**src/rtl/rsv_pkg.sv**
```systemverilog
package rsv_pkg;

  // Rail flag positions on the rail_ok bus
  localparam int RAIL_COUNT    = 7;
  localparam int IDX_CORE_REG  = 0;
  localparam int IDX_CORE_EXT  = 1;
  localparam int IDX_ANALOG    = 2;
  localparam int IDX_IO_BANK   = 3;
  localparam int IDX_PLL_DIG   = 4;
  localparam int IDX_ADC_ANA   = 5;
  localparam int IDX_CORE_INT  = 6;

  localparam logic [RAIL_COUNT-1:0] CORE_GROUP =
    (RAIL_COUNT'(1) << IDX_CORE_REG) | (RAIL_COUNT'(1) << IDX_CORE_EXT) |
    (RAIL_COUNT'(1) << IDX_ANALOG);
  localparam logic [RAIL_COUNT-1:0] IO_GROUP = RAIL_COUNT'(1) << IDX_IO_BANK;

  localparam logic [RAIL_COUNT-1:0] SET_SINGLE =
    (RAIL_COUNT'(1) << IDX_CORE_REG) | (RAIL_COUNT'(1) << IDX_ANALOG) | IO_GROUP;
  localparam logic [RAIL_COUNT-1:0] SET_DUAL =
    (RAIL_COUNT'(1) << IDX_CORE_EXT) | (RAIL_COUNT'(1) << IDX_ANALOG) | IO_GROUP;

  typedef enum logic [1:0] {
    RESET_WAIT     = 2'd0,
    POR_DELAY      = 2'd1,
    CONFIG_RELEASE = 2'd2,
    USER           = 2'd3
  } rsv_state_e;

endpackage

```
**src/rtl/rsv_sync.sv**
```systemverilog
module rsv_sync #(
  parameter int WIDTH  = 1,
  parameter int STAGES = 2
) (
  input  logic             clk,
  input  logic             rst_n,
  input  logic [WIDTH-1:0] d_async,
  output logic [WIDTH-1:0] q_sync
);

  for (genvar g = 0; g < WIDTH; g++) begin : g_bit
    logic [STAGES-1:0] chain_q;
    logic [STAGES-1:0] chain_d;

    always_comb begin
      chain_d = (chain_q << 1) | STAGES'(d_async[g]);
    end

    // Clears to "rail low" so a reset never looks like a good supply
    always_ff @(posedge clk or negedge rst_n) begin
      if (!rst_n) chain_q <= '0;
      else        chain_q <= chain_d;
    end

    assign q_sync[g] = chain_q[STAGES-1];
  end

endmodule

```
**src/rtl/rsv_rail_select.sv**
```systemverilog
module rsv_rail_select
  import rsv_pkg::*;
(
  input  logic [RAIL_COUNT-1:0] rails_s,
  input  logic                  mode_dual,
  output logic                  core_ok,
  output logic                  io_ok,
  output logic                  all_good
);

  logic [RAIL_COUNT-1:0] watch_set;

  always_comb begin
    watch_set = mode_dual ? SET_DUAL : SET_SINGLE;
    // A rail outside the watch set is forced good, so it cannot matter
    core_ok   = &(rails_s | ~(watch_set & CORE_GROUP));
    io_ok     = &(rails_s | ~(watch_set & IO_GROUP));
    all_good  = core_ok & io_ok;
  end

endmodule

```
**src/rtl/rsv_timer.sv**
```systemverilog
module rsv_timer #(
  parameter int DELAY_CYC  = 250000,
  parameter int WINDOW_CYC = 900000
) (
  input  logic clk,
  input  logic rst_n,
  input  logic clear,
  input  logic advance,
  output logic delay_done,
  output logic window_open
);

  localparam int CW = $clog2(WINDOW_CYC + 1);
  localparam logic [CW-1:0] DELAY_LAST = CW'(DELAY_CYC - 1);
  localparam logic [CW-1:0] WIN_LIMIT  = CW'(WINDOW_CYC);

  logic [CW-1:0] elapsed_q;
  logic [CW-1:0] elapsed_d;
  logic          elapsed_en;

  always_comb begin
    elapsed_en = clear | (advance & (elapsed_q != WIN_LIMIT));
    elapsed_d  = clear ? '0 : elapsed_q + CW'(1);
  end

  always_ff @(posedge clk or negedge rst_n) begin
    if (!rst_n)          elapsed_q <= '0;
    else if (elapsed_en) elapsed_q <= elapsed_d;
  end

  assign delay_done  = (elapsed_q == DELAY_LAST);
  assign window_open = (elapsed_q < WIN_LIMIT);


  cnt_bound_chk: assert property (@(posedge clk) disable iff (!rst_n)
    elapsed_q <= WIN_LIMIT);


  cnt_restart_chk: assert property (@(posedge clk) disable iff (!rst_n)
    clear |=> (elapsed_q == '0));

endmodule

```
**src/rtl/rail_reset_supervisor.sv**
```systemverilog
module rail_reset_supervisor
  import rsv_pkg::*;
#(
  parameter int CLK_PERIOD_NS = 10,
  parameter int POR_DELAY_CYC = 2_500_000 / CLK_PERIOD_NS,
  parameter int IO_WINDOW_CYC = 9_000_000 / CLK_PERIOD_NS,
  parameter int SYNC_STAGES   = 2
) (
  input  logic                  clk,
  input  logic                  rst_n,
  input  logic                  dual_mode,
  input  logic [RAIL_COUNT-1:0] rail_ok,
  output logic                  main_reset,
  output logic                  config_start
);

  logic [RAIL_COUNT-1:0] rails_s;
  logic       mode_q, mode_d;
  logic       core_ok, io_ok, all_good;
  rsv_state_e state_q, state_d;
  logic       tmr_clear, tmr_adv, delay_done, window_open;
  logic       reset_d, start_d;

  rsv_sync #(.WIDTH(RAIL_COUNT), .STAGES(SYNC_STAGES)) u_sync (
    .clk     (clk),
    .rst_n   (rst_n),
    .d_async (rail_ok),
    .q_sync  (rails_s)
  );

  rsv_rail_select u_select (
    .rails_s   (rails_s),
    .mode_dual (mode_q),
    .core_ok   (core_ok),
    .io_ok     (io_ok),
    .all_good  (all_good)
  );

  rsv_timer #(.DELAY_CYC(POR_DELAY_CYC), .WINDOW_CYC(IO_WINDOW_CYC)) u_timer (
    .clk         (clk),
    .rst_n       (rst_n),
    .clear       (tmr_clear),
    .advance     (tmr_adv),
    .delay_done  (delay_done),
    .window_open (window_open)
  );

  // Next-state logic
  always_comb begin
    state_d = state_q;
    unique case (state_q)
      RESET_WAIT: begin
        if (all_good) state_d = POR_DELAY;
      end
      POR_DELAY: begin
        // A drop takes priority over expiry of the delay
        if (!all_good)       state_d = RESET_WAIT;
        else if (delay_done) state_d = CONFIG_RELEASE;
      end
      CONFIG_RELEASE, USER: begin
        if (!core_ok || (!io_ok && window_open)) state_d = RESET_WAIT;
        else                                     state_d = USER;
      end
      default: state_d = RESET_WAIT;
    endcase

    tmr_clear = (state_q == RESET_WAIT);
    tmr_adv   = (state_q != RESET_WAIT);
    mode_d    = (state_q == RESET_WAIT) ? dual_mode : mode_q;
    reset_d   = !((state_d == CONFIG_RELEASE) || (state_d == USER));
    start_d   = (state_d == CONFIG_RELEASE);
  end

  // Registers
  always_ff @(posedge clk or negedge rst_n) begin
    if (!rst_n) begin
      state_q      <= RESET_WAIT;
      mode_q       <= 1'b0;
      main_reset   <= 1'b1;
      config_start <= 1'b0;
    end else begin
      state_q      <= state_d;
      mode_q       <= mode_d;
      main_reset   <= reset_d;
      config_start <= start_d;
    end
  end


  hold_in_wait_chk: assert property (@(posedge clk) disable iff (!rst_n)
    (state_q == RESET_WAIT) |-> main_reset);


  start_after_release_chk: assert property (@(posedge clk) disable iff (!rst_n)
    config_start |-> !main_reset);


  start_single_chk: assert property (@(posedge clk) disable iff (!rst_n)
    config_start |=> !config_start);


  release_has_start_chk: assert property (@(posedge clk) disable iff (!rst_n)
    $fell(main_reset) |-> config_start);


  core_brownout_chk: assert property (@(posedge clk) disable iff (!rst_n)
    ((state_q == USER) && !core_ok) |=> main_reset);


  io_late_ignore_chk: assert property (@(posedge clk) disable iff (!rst_n)
    ((state_q == USER) && core_ok && !window_open) |=> !main_reset);


  mode_hold_chk: assert property (@(posedge clk) disable iff (!rst_n)
    (state_q != RESET_WAIT) |=> $stable(mode_q));


  drop_wins_chk: assert property (@(posedge clk) disable iff (!rst_n)
    ((state_q == POR_DELAY) && !all_good) |=> (main_reset && !config_start));

endmodule

```
**config.mk**
```make
export PLATFORM = sky130hd
export DESIGN_NAME = rail_reset_supervisor
export DESIGN_NICKNAME = d
export VERILOG_FILES = /design/src/rtl/rsv_pkg.sv /design/src/rtl/rsv_sync.sv /design/src/rtl/rsv_rail_select.sv /design/src/rtl/rsv_timer.sv /design/src/rtl/rail_reset_supervisor.sv
export SDC_FILE = /design/constraint.sdc
export NUM_CORES = 1
export LEC_CHECK = 0
export BUFFER_PORTS_ARGS = -buffer_cell sky130_fd_sc_hd__buf_2
export CAP_MARGIN = 25
export CORE_AREA = 2 2 76 78
export DETAILED_ROUTE_END_ITERATION = 6
export DIE_AREA = 0 0 78 80
export GPL_ROUTABILITY_DRIVEN = 0
export PLACE_DENSITY_LB_ADDON = 0.3
export SLEW_MARGIN = 20
export SYNTH_ARGS = -nofsm -noshare
export SYNTH_HDL_FRONTEND = slang
export SYNTH_SLANG_ARGS = --single-unit
```
**constraint.sdc**
```tcl
create_clock -name clk -period 2.5 [get_ports clk]
set_input_delay 0.25 -clock clk [delete_from_list [all_inputs] [get_ports clk]]
set_output_delay 0.25 -clock clk [all_outputs]
set_load 0.1 [all_outputs]
```
* Word-level counts from Yosys, hierarchy flattened
Index checks and enable logic that the tools add are counted.
** Cells by class
- Add/subtract/negate cells :: 1
- $lt $le $gt $ge :: 1
- Equal/unequal tests :: 7
- Multiplexer cells :: 7
- Bitwise logic cells :: 14
- Reduce and logical (&&, ||, !) cells :: 11
** Operators by type and width (count)
- $add A20 B1 Y20 const B :: 1
- $eq A20 B18 Y1 const B :: 1
- $lt A20 B20 Y1 const B :: 1
- $mux W20 :: 1
- $ne A20 B20 Y1 const B :: 1
- $or A2 B1 Y2 :: 7
- $or A7 B7 Y7 :: 2
- $reduce_and A7 Y1 :: 2
- $mux W2 :: 5
- $eq A2 B2 Y1 const B :: 4
- $not A3 Y7 :: 1
- $not A4 Y7 const A :: 1
- $pmux W2 S3 :: 1
- $logic_not A1 Y1 :: 3
- $and A1 B1 Y1 :: 2
- $eq A2 B1 Y1 const B :: 1
- $logic_not A2 Y1 :: 1
- $logic_or A1 B1 Y1 :: 2
- $reduce_bool A2 Y1 :: 1
- $reduce_or A2 Y1 :: 1
- $logic_and A1 B1 Y1 :: 1
- $or A1 B1 Y1 :: 1
** Word-level totals
- Bits in registers :: 39
- Output and inout port bits :: 2
- Word-level logic and storage cells :: 53

* Depth between registers and ports, before layout
- Depth in word-level cells :: 11
- Mapped depth :: 6
- Gate-level depth less buffers :: 5

* Modules after synthesis
A second synthesis with hierarchy kept.
** Unflattened totals
- Cell total of the unflattened synthesis :: 165
- Area, all modules :: 1742.9 um^2
** By module, submodules not included
- rsv_timer :: times used 1, cells an instance 130, area an instance 1157.4 um^2, sequential area each 500.5 um^2
- rsv_sync :: times used 1, cells an instance 14, area an instance 350.3 um^2, sequential area each 350.3 um^2
- rail_reset_supervisor :: times used 1, cells an instance 16, area an instance 203.9 um^2, sequential area each 126.4 um^2
- rsv_rail_select :: times used 1, cells an instance 5, area an instance 31.3 um^2, sequential area each 0.0 um^2

* Least setup slack after synthesis
No wires, ideal clock.
- Kind :: reg-to-reg
- Start :: register u_timer.elapsed_q[0]
- End :: register u_timer.elapsed_q[16]
- Library setup time :: 0.078 ns
- Arrival :: 1.860 ns
- Data required time :: 2.422 ns
- Path slack :: 0.563 ns
- Stages on the path, launching flop included :: 7
- Buffers on the path :: 1
- Clock period less this slack :: 1.937 ns
- Cells stage by stage :: dfrtp_1 -> ha_1 -> nand3_2 -> or4_1 -> buf_2 -> or4_1 -> a21oi_1
** On the way
- Word-level cells in the longest chain between the ends :: 3
** RTL lines
- from (decl) :: line rsv_timer.sv:17 : logic [CW-1:0] elapsed_q;
- from (signal assigned) :: line rsv_timer.sv:28 : else if (elapsed_en) elapsed_q <= elapsed_d;
- parallel branches: the longest is 3 deep, another holds $add A20 B1 Y20
Parallel ways; which one is timed is not known.
A chain may end at the register's enable or synchronous reset.

* Final worst setup path
Same ends and word-level chain as after synthesis.

==> results.md <==
* Status: finished, final reports clean
* H-tree levels at 2
* Flops & latches, synth at 33
* Placed Cells at about 230
* Post-Route Skew at 7.18 ps
* Max VDD drop at 274 uV
* Fillers at 583
* CTS Buf Count at 5
* Global-route wire length before repair at approximately 5.6 mm
* Total number of vias at between 1000 and 1500
* Gr usage total at 11.7%
* # setup viols final at 0
* Final max-slew violation count at 0
* Detail Route Antenna Nets at 0
* Core Region at around 5400 um2
* Grt peak-use layer: met1
* Cells after synthesis at 154
* Worst-path clk slew at about 70 ps
* CTS tree: yes
* Max-cap violations at 0
* Met2 Use GR at 16.2%
* Setup_tns at 0 ps
* Fin nets at ~180
* Die Width at 78 um
* Synth Flop Type: dfrtp_1
* Crit Path Max Fanout at 7
* Fin cells at 239
* Hold Path Class: input pin to asynchronous set/reset pin
* Total Routed Length at between 3 and 4 mm
* Cts-stage hold buffer count at 0
* CP endpoint kind: flip-flop
* Required time of the critical path at 2720 ps
* FP Rows at 27
* DR WL/cell at 12.7 um
* Period minus WS final at 2100 ps
* Post-CTS setup-driven buffer insertion count at 0
* DIE AREA at 6240 um2
* Clk root buf: clkbuf_8
* Clock sink total at 33
* Post-synth EDFFs at 0
* DP HPWL at 2.13 mm
* Mean Syn Cell Area at 10.2 um2
* CP Class: flip-flop to flip-flop
* Cts repair resizes at 0
* Vias/cell at 4.84
* Layout area overhead at 13.2%
* Buffers on Ports at 8
* CP arrival at 2310 ps
* Setup WS pre-CTS at about 420 ps
* Met1 usage at about 16%
* Ys Warns at 0
* Vias in the first global route at about 1100
* Total leakage power at 0.000687 uW
* Slew headroom at around 52%
* Synth async-reset ratio at 100%
* Clock Latency Late Sink at 290 ps
* DRC Markers at 0
* Iteration-0 DRC count of the detailed router at 83
* Worst setup margin at ~400 ps
* Hold Vio Cnt, Final at 0
* Sequential cell area fraction in the yosys report at 52.8%
* Pre-antenna DRT Iters at 4
* Largest net degree at the start of global routing at 34
* Share of cells above drive strength 1 at 15.0%
* Met3 Resource Use GR at 3.73%
* Synth cell types at 44
* Post-Syn Area at 1570 um2
* Hold WS at 8.57 ps
* Initial cell density of the core at 29.0%
* Max Buffers Root-to-Sink at 2
* Syn_nets at 166
* Peak Freq at 477 MHz
* N_diodes at 0
* Worst-margin pin slew at 719 ps
* RSZ-0062 raised after global routing: false
* Total I/O pin count at 12
* Util after Layout at between 30% and 40%
* Initial antenna violation count at 0
* PD cells at 549 nW/um2
* Total grt overflow at 0
* Period utilization at 83.8%
* Die height at 80 um
* Critical Path Source Type: flip-flop
* Internal reg-to-reg setup slack at roughly 400 ps
-- registers in the layout, summed over array words and instances (netlist names) --
signal / flops
u_timer.elapsed_q: 20
u_sync.g_bit.chain_q: 8
state_q: 2
config_start: 1
main_reset: 1
mode_q: 1
-- report_power, final --
group / total [uW] / switching [uW] / leakage, uW / internal (uW)
logic: 31.9 / 21.7 / 0.000207 / 10.2
clock network: 393 / 201 / 0.0000439 / 192
registers: 548 / 4.80 / 0.000436 / 543
-- routing by layer --
layer  routed length, um  share of wire, %
met1                1610                53
met2                1270                42
met3                  81               2.7
met4                  65               2.1
met5                   0                 0
-- through the flow --
step                cell area [um2]  total power, uW
floorplan                      1570              571
global placement               1690              592
detailed placement             1690              592
CTS                            1770              987
global route                   1770             1020
finish                         1770              973
-- kinds of logic (layout without fill, tap and decap cells) --
| kind of cell | count (synthesis) | after routing | share of synthesized area (%) |
|---|---|---|---|
| mux | 3 | 3 | 2.07 |
| compound gates | 27 | 27 | 10.2 |
| flops | 33 | 33 | 52.8 |
| buf+inv | 9 | 22 | 2.31 |
| xor+xnor | 9 | 9 | 5.03 |
| simple gates | 71 | 71 | 26.0 |
| fa+ha+maj | 2 | 2 | 1.60 |
-- area by class of cell --
cell class	instances	area, um2	area share [%]
sequential	33	827	46.6
clock buffer	5	68.8	3.88
timing repair buffer	9	47.5	2.68
multi-input combinational	112	704	39.7
clock inverter	3	17.5	0.987
tap	72	90.1	5.08
inverter	5	18.8	1.06
-- layout by cell type, fill, tap and decap left out, types with 2 or more instances in the layout --
cell,count
xnor2_1,8
clkinv_2,2
o31ai_1,2
nand3b_1,3
nand2_1,14
nand4_1,4
a21oi_1,8
or3_1,5
buf_2,8
clkbuf_8,5
ha_1,2
and3_1,2
or4_1,3
nand3_1,7
nor2_1,12
nand2b_1,2
dfrtp_1,32
inv_1,5
nor3_1,6
o21ai_0,10
-- path summary, 6_finish.rpt --
check / startpoint / depth (start not counted) / endpoint
setup / recovery: u_timer.elapsed_q[0]$_DFFE_PN0P_ / 5 / u_timer.elapsed_q[16]$_DFFE_PN0P_
hold / removal: rst_n / 1 / u_timer.elapsed_q[17]$_DFFE_PN0P_
setup reg to reg: u_timer.elapsed_q[0]$_DFFE_PN0P_ / 5 / u_timer.elapsed_q[16]$_DFFE_PN0P_
hold reg to reg: u_sync.g_bit[1].chain_q[0]$_DFF_PN0_ / 0 / u_sync.g_bit[1].chain_q[1]$_DFF_PN0_
max in group asynchronous: rst_n / 1 / u_timer.elapsed_q[6]$_DFFE_PN0P_
min in group clk: rail_ok[3] / 1 / u_sync.g_bit[3].chain_q[0]$_DFF_PN0_
-- cell usage after synthesis, types with 2 or more instances --
| cell type | n | area, um2 |
|---|---|---|
| o31ai_1 | 2 | 15.0 |
| nor3_1 | 6 | 30.0 |
| buf_2 | 2 | 10.0 |
| a21oi_1 | 8 | 40.0 |
| or4_1 | 3 | 22.5 |
| and3_1 | 2 | 12.5 |
| or3_1 | 5 | 31.3 |
| clkbuf_1 | 2 | 7.51 |
| xnor2_1 | 8 | 70.1 |
| dfrtp_1 | 32 | 801 |
| nand2_1 | 14 | 52.6 |
| nand4_1 | 4 | 25.0 |
| nor2_1 | 12 | 45.0 |
| inv_1 | 5 | 18.8 |
| o21ai_0 | 10 | 50.1 |
| nand3b_1 | 3 | 22.5 |
| nand3_1 | 7 | 35.0 |
| ha_1 | 2 | 25.0 |
| nand2b_1 | 2 | 12.5 |
-- critical path: stages, from the launching register on --
cell and delay (ps):
dfrtp_1 420, ha_1 250, nand3_2 140, or4_1 640, or4_1 430, a21oi_1 140
(Power assumes the default switching activity.)
